`config.mk`:
```
export PLATFORM = sky130hd
export DESIGN_NAME = aux_retry_ctrl
export DESIGN_NICKNAME = d
export VERILOG_FILES = /design/src/rtl/aux_retry_pkg.sv /design/src/rtl/aux_att_classify.sv /design/src/rtl/aux_retry_budget.sv /design/src/rtl/aux_wait_timer.sv /design/src/rtl/aux_retry_ctrl.sv
export SDC_FILE = /design/constraint.sdc
export NUM_CORES = 1
export LEC_CHECK = 0
export CAP_MARGIN = 20
export CORE_UTILIZATION = 26
export DETAILED_ROUTE_END_ITERATION = 10
export HOLD_SLACK_MARGIN = 0.02
export PLACE_DENSITY = 0.39
export REMOVE_ABC_BUFFERS = 1
export SLEW_MARGIN = 10
export SYNTH_ARGS = -nofsm -noshare
export SYNTH_HDL_FRONTEND = slang
export SYNTH_SLANG_ARGS = --single-unit
```
`constraint.sdc`:
```
create_clock -name clk_i -period 7.2 [get_ports clk_i]
set_clock_uncertainty 0.2 [all_clocks]
set_input_delay 1.44 -clock clk_i [delete_from_list [all_inputs] [get_ports clk_i]]
set_output_delay 1.44 -clock clk_i [all_outputs]
set_load 0.02 [all_outputs]
```
`src/rtl/aux_retry_pkg.sv`:
```
`timescale 1ns/1ps
package aux_retry_pkg;

  typedef enum logic [3:0] {
    CL_HPD, CL_TMO, CL_INV, CL_ACK_OK, CL_ACK_SHORT,
    CL_NDEFER, CL_I2C_NACK, CL_RDEFER, CL_BDEFER, CL_REJECT
  } att_class_e;

  typedef enum logic [1:0] {DEC_OK, DEC_FAIL, DEC_RETRY} decision_e;
  typedef enum logic [1:0] {W_NONE, W_ACK, W_INV, W_DEFER} wait_e;

  localparam logic [3:0] RPL_ACK        = 4'h0;
  localparam logic [3:0] RPL_NACK       = 4'h1;
  localparam logic [3:0] RPL_DEFER      = 4'h2;
  localparam logic [3:0] RPL_I2C_NACK   = 4'h4;
  localparam logic [3:0] RPL_I2C_RDEFER = 4'h8;
  localparam logic [3:0] RPL_I2C_BDEFER = 4'hC;

  function automatic int imax(input int a, input int b);
    return (a > b) ? a : b;
  endfunction

endpackage

```
`src/rtl/aux_att_classify.sv`:
```
`timescale 1ns/1ps
module aux_att_classify
  import aux_retry_pkg::*;
#(
  parameter int LEN_W = 5
) (
  input  logic             hpd_i,
  input  logic [1:0]       tmo_i,
  input  logic [3:0]       inv_i,
  input  logic [3:0]       reply_i,
  input  logic [LEN_W:0]   rep_bytes_i,
  input  logic             is_read_i,
  input  logic [LEN_W-1:0] req_len_i,
  output att_class_e       class_o
);

  logic [LEN_W:0] need_bytes;
  assign need_bytes = {1'b0, req_len_i} + 1'b1;  // payload plus code byte

  always_comb begin
    if (hpd_i)                                  class_o = CL_HPD;
    else if (|tmo_i)                            class_o = CL_TMO;
    else if ((|inv_i) || (rep_bytes_i == '0))   class_o = CL_INV;
    else begin
      case (reply_i)
        RPL_ACK:        class_o = (is_read_i && (rep_bytes_i < need_bytes))
                                  ? CL_ACK_SHORT : CL_ACK_OK;
        RPL_DEFER:      class_o = CL_NDEFER;
        RPL_I2C_NACK:   class_o = CL_I2C_NACK;
        RPL_I2C_RDEFER: class_o = CL_RDEFER;
        RPL_I2C_BDEFER: class_o = CL_BDEFER;
        default:        class_o = CL_REJECT;  // native NACK and unknown codes
      endcase
    end
  end

endmodule

```
`src/rtl/aux_retry_budget.sv`:
```
`timescale 1ns/1ps
module aux_retry_budget
  import aux_retry_pkg::*;
#(
  parameter int MAX_ATT = 7,
  parameter int ACK_LIM = 7,
  parameter int DEF_LIM = 7,
  parameter int I2C_LIM = 7,
  parameter int INV_LIM = 2,
  parameter int TMO_LIM = 3
) (
  input  logic       clk_i,
  input  logic       rst_ni,
  input  logic       clear_i,
  input  logic       launch_i,
  input  logic       eval_i,
  input  att_class_e class_i,
  input  logic       defer_nz_i,
  output decision_e  dec_o,
  output wait_e      wait_o
);

  localparam int NCAT = 5;
  localparam int C_ACK = 0, C_DEF = 1, C_I2C = 2, C_INV = 3, C_TMO = 4;
  localparam int LMAX = imax(imax(imax(ACK_LIM, DEF_LIM), imax(I2C_LIM, INV_LIM)), TMO_LIM);
  localparam int CW   = $clog2(LMAX + 1);
  localparam int CWP  = CW + 1;
  localparam int AW   = $clog2(MAX_ATT + 1);
  localparam int LIM [NCAT] = '{ACK_LIM, DEF_LIM, I2C_LIM, INV_LIM, TMO_LIM};

  logic [NCAT-1:0] inc, clr, at_lim;
  logic [AW-1:0]   att_q;
  logic            att_cap;

  always_comb begin
    inc = '0;
    clr = '0;
    case (class_i)
      CL_TMO: inc[C_TMO] = 1'b1;
      CL_INV: inc[C_INV] = 1'b1;
      CL_HPD: ;
      default: begin
        clr[C_TMO] = 1'b1;
        clr[C_INV] = 1'b1;
      end
    endcase
    case (class_i)
      CL_ACK_SHORT:                     inc[C_ACK] = 1'b1;
      CL_NDEFER, CL_I2C_NACK, CL_RDEFER: inc[C_DEF] = 1'b1;
      CL_BDEFER: begin
        clr[C_DEF] = 1'b1;
        inc[C_I2C] = 1'b1;
      end
      default: ;
    endcase
  end

  for (genvar g = 0; g < NCAT; g++) begin : g_cat
    logic [CW-1:0] q;
    always_ff @(posedge clk_i or negedge rst_ni) begin
      if (!rst_ni)                                   q <= '0;
      else if (clear_i)                              q <= '0;
      else if (eval_i && clr[g])                     q <= '0;
      else if (eval_i && inc[g] && q != CW'(LIM[g])) q <= q + 1'b1;
    end
    // limit reached once this result is counted
    assign at_lim[g] = ({1'b0, q} + 1'b1) >= CWP'(LIM[g]);

    // a budget never runs past its limit
    assert_cnt_budget_R6: assert property (@(posedge clk_i) disable iff (!rst_ni)
      q <= CW'(LIM[g]));
  end

  always_ff @(posedge clk_i or negedge rst_ni) begin
    if (!rst_ni)                               att_q <= '0;
    else if (clear_i)                          att_q <= '0;
    else if (launch_i && att_q != AW'(MAX_ATT)) att_q <= att_q + 1'b1;
  end
  assign att_cap = att_q >= AW'(MAX_ATT);

  always_comb begin
    dec_o  = DEC_FAIL;
    wait_o = W_NONE;
    case (class_i)
      CL_ACK_OK: dec_o = DEC_OK;
      CL_ACK_SHORT: if (!at_lim[C_ACK]) begin
        dec_o  = DEC_RETRY;
        wait_o = W_ACK;
      end
      CL_NDEFER, CL_RDEFER: if (!at_lim[C_DEF]) begin
        dec_o  = DEC_RETRY;
        wait_o = defer_nz_i ? W_DEFER : W_NONE;
      end
      CL_I2C_NACK: if (!at_lim[C_DEF]) dec_o = DEC_RETRY;
      CL_BDEFER:   if (!at_lim[C_I2C]) dec_o = DEC_RETRY;
      CL_INV: if (!at_lim[C_INV]) begin
        dec_o  = DEC_RETRY;
        wait_o = W_INV;
      end
      CL_TMO: if (!at_lim[C_TMO]) dec_o = DEC_RETRY;
      default: ;
    endcase
    if (dec_o == DEC_RETRY && att_cap) begin
      dec_o  = DEC_FAIL;
      wait_o = W_NONE;
    end
  end

  assert_att_cap_R1: assert property (@(posedge clk_i) disable iff (!rst_ni)
    att_q <= AW'(MAX_ATT));
  assert_no_launch_past_cap_R1: assert property (@(posedge clk_i) disable iff (!rst_ni)
    (att_q == AW'(MAX_ATT) && !clear_i) |=> att_q == AW'(MAX_ATT));

endmodule

```
`src/rtl/aux_wait_timer.sv`:
```
`timescale 1ns/1ps
module aux_wait_timer #(
  parameter int TW = 18
) (
  input  logic          clk_i,
  input  logic          rst_ni,
  input  logic          load_i,
  input  logic [TW-1:0] load_val_i,
  input  logic          tick_i,
  output logic          done_o
);

  logic [TW-1:0] q;

  always_ff @(posedge clk_i or negedge rst_ni) begin
    if (!rst_ni)                 q <= '0;
    else if (load_i)             q <= load_val_i;
    else if (tick_i && q != '0)  q <= q - 1'b1;
  end

  assign done_o = (q == '0);

  assert_tick_step_R12: assert property (@(posedge clk_i) disable iff (!rst_ni)
    (!load_i && tick_i && q != '0) |=> q == $past(q) - 1'b1);
  assert_hold_no_tick_R12: assert property (@(posedge clk_i) disable iff (!rst_ni)
    (!load_i && !tick_i) |=> $stable(q));

endmodule

```
`src/rtl/aux_retry_ctrl.sv`:
```
`timescale 1ns/1ps
module aux_retry_ctrl
  import aux_retry_pkg::*;
#(
  parameter int LEN_W       = 5,
  parameter int DLY_W       = 8,
  parameter int US_PER_MS   = 1000,
  parameter int ACK_WAIT_US = 300,
  parameter int INV_WAIT_US = 400,
  parameter int MAX_ATT     = 7,
  parameter int ACK_LIM     = 7,
  parameter int DEF_LIM     = 7,
  parameter int I2C_LIM     = 7,
  parameter int INV_LIM     = 2,
  parameter int TMO_LIM     = 3
) (
  input  logic             clk_i,
  input  logic             rst_ni,
  input  logic             start_i,
  input  logic             is_read_i,
  input  logic [LEN_W-1:0] req_len_i,
  input  logic [DLY_W-1:0] defer_ms_i,
  input  logic             tick_us_i,
  input  logic             att_done_i,
  input  logic             st_hpd_i,
  input  logic [1:0]       st_tmo_i,
  input  logic [3:0]       st_inv_i,
  input  logic [3:0]       reply_i,
  input  logic [LEN_W:0]   rep_bytes_i,
  output logic             launch_o,
  output logic             busy_o,
  output logic             done_ok_o,
  output logic             done_fail_o
);

  localparam int DEF_MAX  = ((1 << DLY_W) - 1) * US_PER_MS;
  localparam int WAIT_MAX = imax(DEF_MAX, imax(ACK_WAIT_US, INV_WAIT_US));
  localparam int TW       = $clog2(WAIT_MAX + 1);

  typedef enum logic [1:0] {S_IDLE, S_LAUNCH, S_ATTEMPT, S_PAUSE} state_e;

  state_e           state_q;
  logic             rd_q;
  logic [LEN_W-1:0] len_q;
  logic             ok_q, fail_q;
  logic             accept, eval, tmr_load, tmr_done;
  att_class_e       att_class;
  decision_e        dec;
  wait_e            wt;
  logic [TW-1:0]    wait_val;

  assign accept   = (state_q == S_IDLE) && start_i;
  assign eval     = (state_q == S_ATTEMPT) && att_done_i;
  assign tmr_load = eval && (dec == DEC_RETRY) && (wt != W_NONE);

  aux_att_classify #(.LEN_W(LEN_W)) u_cls (
    .hpd_i       (st_hpd_i),
    .tmo_i       (st_tmo_i),
    .inv_i       (st_inv_i),
    .reply_i     (reply_i),
    .rep_bytes_i (rep_bytes_i),
    .is_read_i   (rd_q),
    .req_len_i   (len_q),
    .class_o     (att_class)
  );

  aux_retry_budget #(
    .MAX_ATT (MAX_ATT), .ACK_LIM (ACK_LIM), .DEF_LIM (DEF_LIM),
    .I2C_LIM (I2C_LIM), .INV_LIM (INV_LIM), .TMO_LIM (TMO_LIM)
  ) u_bud (
    .clk_i      (clk_i),
    .rst_ni     (rst_ni),
    .clear_i    (accept),
    .launch_i   (launch_o),
    .eval_i     (eval),
    .class_i    (att_class),
    .defer_nz_i (|defer_ms_i),
    .dec_o      (dec),
    .wait_o     (wt)
  );

  always_comb begin
    case (wt)
      W_ACK:   wait_val = TW'(ACK_WAIT_US);
      W_INV:   wait_val = TW'(INV_WAIT_US);
      W_DEFER: wait_val = TW'(defer_ms_i) * TW'(US_PER_MS);
      default: wait_val = '0;
    endcase
  end

  aux_wait_timer #(.TW(TW)) u_tmr (
    .clk_i      (clk_i),
    .rst_ni     (rst_ni),
    .load_i     (tmr_load),
    .load_val_i (wait_val),
    .tick_i     (tick_us_i),
    .done_o     (tmr_done)
  );

  always_ff @(posedge clk_i or negedge rst_ni) begin
    if (!rst_ni) begin
      state_q <= S_IDLE;
      rd_q    <= 1'b0;
      len_q   <= '0;
    end else begin
      case (state_q)
        S_IDLE: if (start_i) begin
          state_q <= S_LAUNCH;
          rd_q    <= is_read_i;
          len_q   <= req_len_i;
        end
        S_LAUNCH: state_q <= S_ATTEMPT;
        S_ATTEMPT: if (att_done_i) begin
          if (dec != DEC_RETRY)  state_q <= S_IDLE;
          else if (wt == W_NONE) state_q <= S_LAUNCH;
          else                   state_q <= S_PAUSE;
        end
        S_PAUSE: if (tmr_done) state_q <= S_LAUNCH;
        default: state_q <= S_IDLE;
      endcase
    end
  end

  always_ff @(posedge clk_i or negedge rst_ni) begin
    if (!rst_ni) begin
      ok_q   <= 1'b0;
      fail_q <= 1'b0;
    end else begin
      ok_q   <= eval && (dec == DEC_OK);
      fail_q <= eval && (dec == DEC_FAIL);
    end
  end

  assign launch_o    = (state_q == S_LAUNCH);
  assign busy_o      = (state_q != S_IDLE);
  assign done_ok_o   = ok_q;
  assign done_fail_o = fail_q;

  assert_strobe_excl_R14: assert property (@(posedge clk_i) disable iff (!rst_ni)
    !(done_ok_o && done_fail_o));
  assert_strobe_after_result_R14: assert property (@(posedge clk_i) disable iff (!rst_ni)
    (done_ok_o || done_fail_o) |-> $past(att_done_i));
  assert_strobe_not_busy_R13: assert property (@(posedge clk_i) disable iff (!rst_ni)
    (done_ok_o || done_fail_o) |-> !busy_o);
  assert_idle_quiet_R13: assert property (@(posedge clk_i) disable iff (!rst_ni)
    !busy_o |-> !launch_o);
  assert_launch_pulse_R1: assert property (@(posedge clk_i) disable iff (!rst_ni)
    launch_o |=> !launch_o);
  assert_pause_holds_R12: assert property (@(posedge clk_i) disable iff (!rst_ni)
    (state_q == S_PAUSE && !tmr_done) |=> state_q == S_PAUSE);

endmodule

```
==> summary.md <==
| Metric | Value |
|---|---|
| PwrDens | 260 nW/um^2 |
| Worst-Margin Slew | 0.813 ns |
| Router iterations before antenna repair | 5 |
| Asr flop ratio synth | 1.00 |
| Worst-path clk slew | around 0.070 ns |
| GRT Overall Usage | 0.127 |
| H-tree levels | 2 |
| Worst vdd ir | 0.000115 V |
| Vias | 3,508 |
| Max_cap viols | 0 |
| Pins over their slew limit | 0 |
| Routed wl met3 | 310 um |
| Number of flops mapped to enable cells by yosys | 0 |
| Clock Latency Late Sink | 0.29 ns |
| FP Rows | 48 |
| Area leader, netlist | dfrtp_1 |
| FF+latch count, synth | 46 |
| Hold WS | 0.296 ns |
| Setup-failing EPs final | 0 |
| Synthesis-to-finish area growth | 16.9% |
| Top FF cell, synth | dfrtp_1 |
| YS warnings | 0 |
| Syn_area_per_cell | 9.41 um^2 |
| First-pass GRT wire length | approximately 18,000 um |
| Number of global-route vias before repair | around 3,500 |
| Final Total Pwr | 1390 uW |
| Synth Cell Area | 4580 um^2 |
| Mapped Cells | 487 |
| Crit path arrival time | 5.66 ns |
| Sw Ratio | 0.413 |
| Worst-path fanout max | 6 |
| Register area share after synthesis | 0.251 |
| Fin. Hold Viols | 0 |
| CTS-repair resized insts | 0 |
| Comb power frac | 0.550 |
| Final-layout fill cell count | 1,811 |
| Setup CP Type | in2reg |
| CTS Root Cell | clkbuf_16 |
| DRC viols | 0 |
| Status | finished clean |
| Max-slew headroom | 0.458 |
| HPWL after DPL | 8870 um |
| TritonCTS buffer count | 5 |
| Fin crit period | 5.71 ns |
| Seq pwr share | 0.268 |
| Metal-1 WL | between 5000 and 6000 um |
| Port Buffers | 39 |
| Final Cycle Share | 0.792 |
| WL final | 10,900 um |
| Max layer used | met4 |
| Post-route ant nets | 0 |
| Starting Density | 0.266 |
| RSZ-0062 raised after global routing | false |
| Total negative slack | 0 ns |
| Yosys cell types | 70 |
| Antenna violations before repair | 0 |
| Psw | 575 uW |
| Num ports | 40 |
| Post-DR wirelength/cell | 14.5 um |
| Internal | 817 uW |
| LEAKAGE | 0.00243 uW |
| Top cell type's share of synthesized area | 0.251 |
| Most area-consuming cells after synthesis | dfrtp_1 (25%), ha_1 (18%), fa_1 (9.6%) |
| Post-CTS Setup Repair Bufs | 0 |
| Hold crit path type | reg2reg |
| Layout cells sized above 1 | 0.0816 |
| Data required time of the critical path | around 7 ns |
| CP max stage delay | 0.61 ns |
| Most common cell on crit path | fa_1 |
| Via density per instance | 4.66 |
| Total core area | 17,200 um^2 |
| Antenna cells | 0 |
| Initial DRC Count | 91 |
| CTS tree | built |
| FMAX | 175 MHz |
| Grt total ovfl | 0 |
| Hold buffer count at CTS | 0 |
| Bufs on Longest Clock Path | 2 |
| Nets | 649 |
| WL met2 | 5200 um |
| Clock sink total | between 40 and 50 |
| CP endpoint kind | register |
| Slowest stage cell, crit path | fa_1 |
| Die Ht | 135 um |
| Critical path launch point type | input pin |
| RePlAce Congestion | 0.754 |
| Clk network pwr share | 0.182 |
| Die width | 135 um |
| Commonest cells in the netlist | ha_1 (65), inv_1 (48), nor2_1 (48) |
| Largest net degree at the start of global routing | 47 |
| Most frequent cell after synthesis | ha_1 |
| Crit-path cells | clkdlybuf4s50_1 > fa_1 > inv_1 > fa_1 > fa_1 > inv_1 > fa_1 > ha_1 > o21ai_0 > a21oi_1 > o21ai_0 > a21o_1 > a21oi_1 > nor3b_1 > o22ai_2 |
| Die ar. | 18,200 um^2 |
-- registers in the layout, indices dropped and copies added, names as in the netlist --
name and count:
u_bud.g_cat.q 15, len_q 5, state_q 2, u_tmr.q 18, u_bud.att_q 3, done_ok_o 1, done_fail_o 1, rd_q 1
-- per-layer routing --
| layer | GRT usage | up-vias |
|---|---|---|
| met4 | 0.0356 | 0 |
| li1 | - | 1785 |
| met5 | 0 | - |
| met2 | 0.223 | 53 |
| met3 | 0.0146 | 4 |
| met1 | 0.164 | 1666 |
-- path summary, 6_finish.rpt --
kind,to,depth (start not counted),slack [ns],startpoint
min in group asynchronous,len_q[2],2,1.04,rst_ni
max reg2reg,u_tmr.q[8],12,3.17,len_q[0]
min reg2reg,rd_q,2,0.30,rd_q
max in group asynchronous,u_bud.g_cat[4].q[1],2,5.30,rst_ni
max,u_tmr.q[16],15,1.49,defer_ms_i[1]
min,rd_q,2,0.30,rd_q
-- placed cells by master (no fill, tap or decap), types with 12 or more instances in the layout --
cell type / instances
fa_1: 22
xnor2_1: 25
nand2_1: 43
dfrtp_1: 46
a21oi_1: 20
nor2_1: 48
nand3_1: 12
clkdlybuf4s50_1: 38
ha_1: 65
inv_1: 48
-- critical path: cells and delay by family --
family          cells  cell delay, ns
compound gates      6            0.81
simple gates        1            0.28
fa+ha+maj           5            2.42
buf+inv             3            0.70
-- logic make-up after synthesis --
logic type / share of synthesized area
AOI/OAI and AO/OA: 0.154
muxes: 0.0251
adders and majority gates: 0.276
buffers and inverters: 0.0538
xor gates and xnor gates: 0.0611
DFF: 0.251
and+or+nand+nor: 0.179
-- power groups by stage --
| stage | logic (uW) | clock network, uW | registers, uW |
|---|---|---|---|
| 4_1_cts | 789 | 264 | 374 |
| 5_1_grt | 877 | 274 | 383 |
| 6_report | 766 | 253 | 373 |
| 2_1_floorplan | 586 | 0 | 365 |
| 3_3_place_gp | 771 | 0 | 377 |
| 3_5_place_dp | 782 | 0 | 379 |
-- area by class of cell --
class | instances | area, um^2 | area share
multi-input cells | 384 | 3190 | 0.595
flip-flops and latches | 46 | 1150 | 0.215
repair buffers | 40 | 393 | 0.0733
well taps | 225 | 282 | 0.0525
inverters | 49 | 184 | 0.0343
clock buffers | 7 | 153 | 0.0285
clock inverters | 1 | 8.76 | 0.00163
-- per-stage QoR --
| step | cells | cell area, um^2 | utilization | setup slack, ns |
|---|---|---|---|---|
| finish | 752 | 5360 | 0.311 | 1.49 |
| detailed placement | 744 | 5200 | 0.301 | 1.10 |
| global route | 752 | 5360 | 0.311 | 1.18 |
| floorplan | 479 | 4520 | - | 2.06 |
| global placement | 744 | 5200 | 0.301 | 1.23 |
| CTS | 752 | 5360 | 0.311 | 1.41 |
Note: power is estimated with default switching activity, not from simulation.
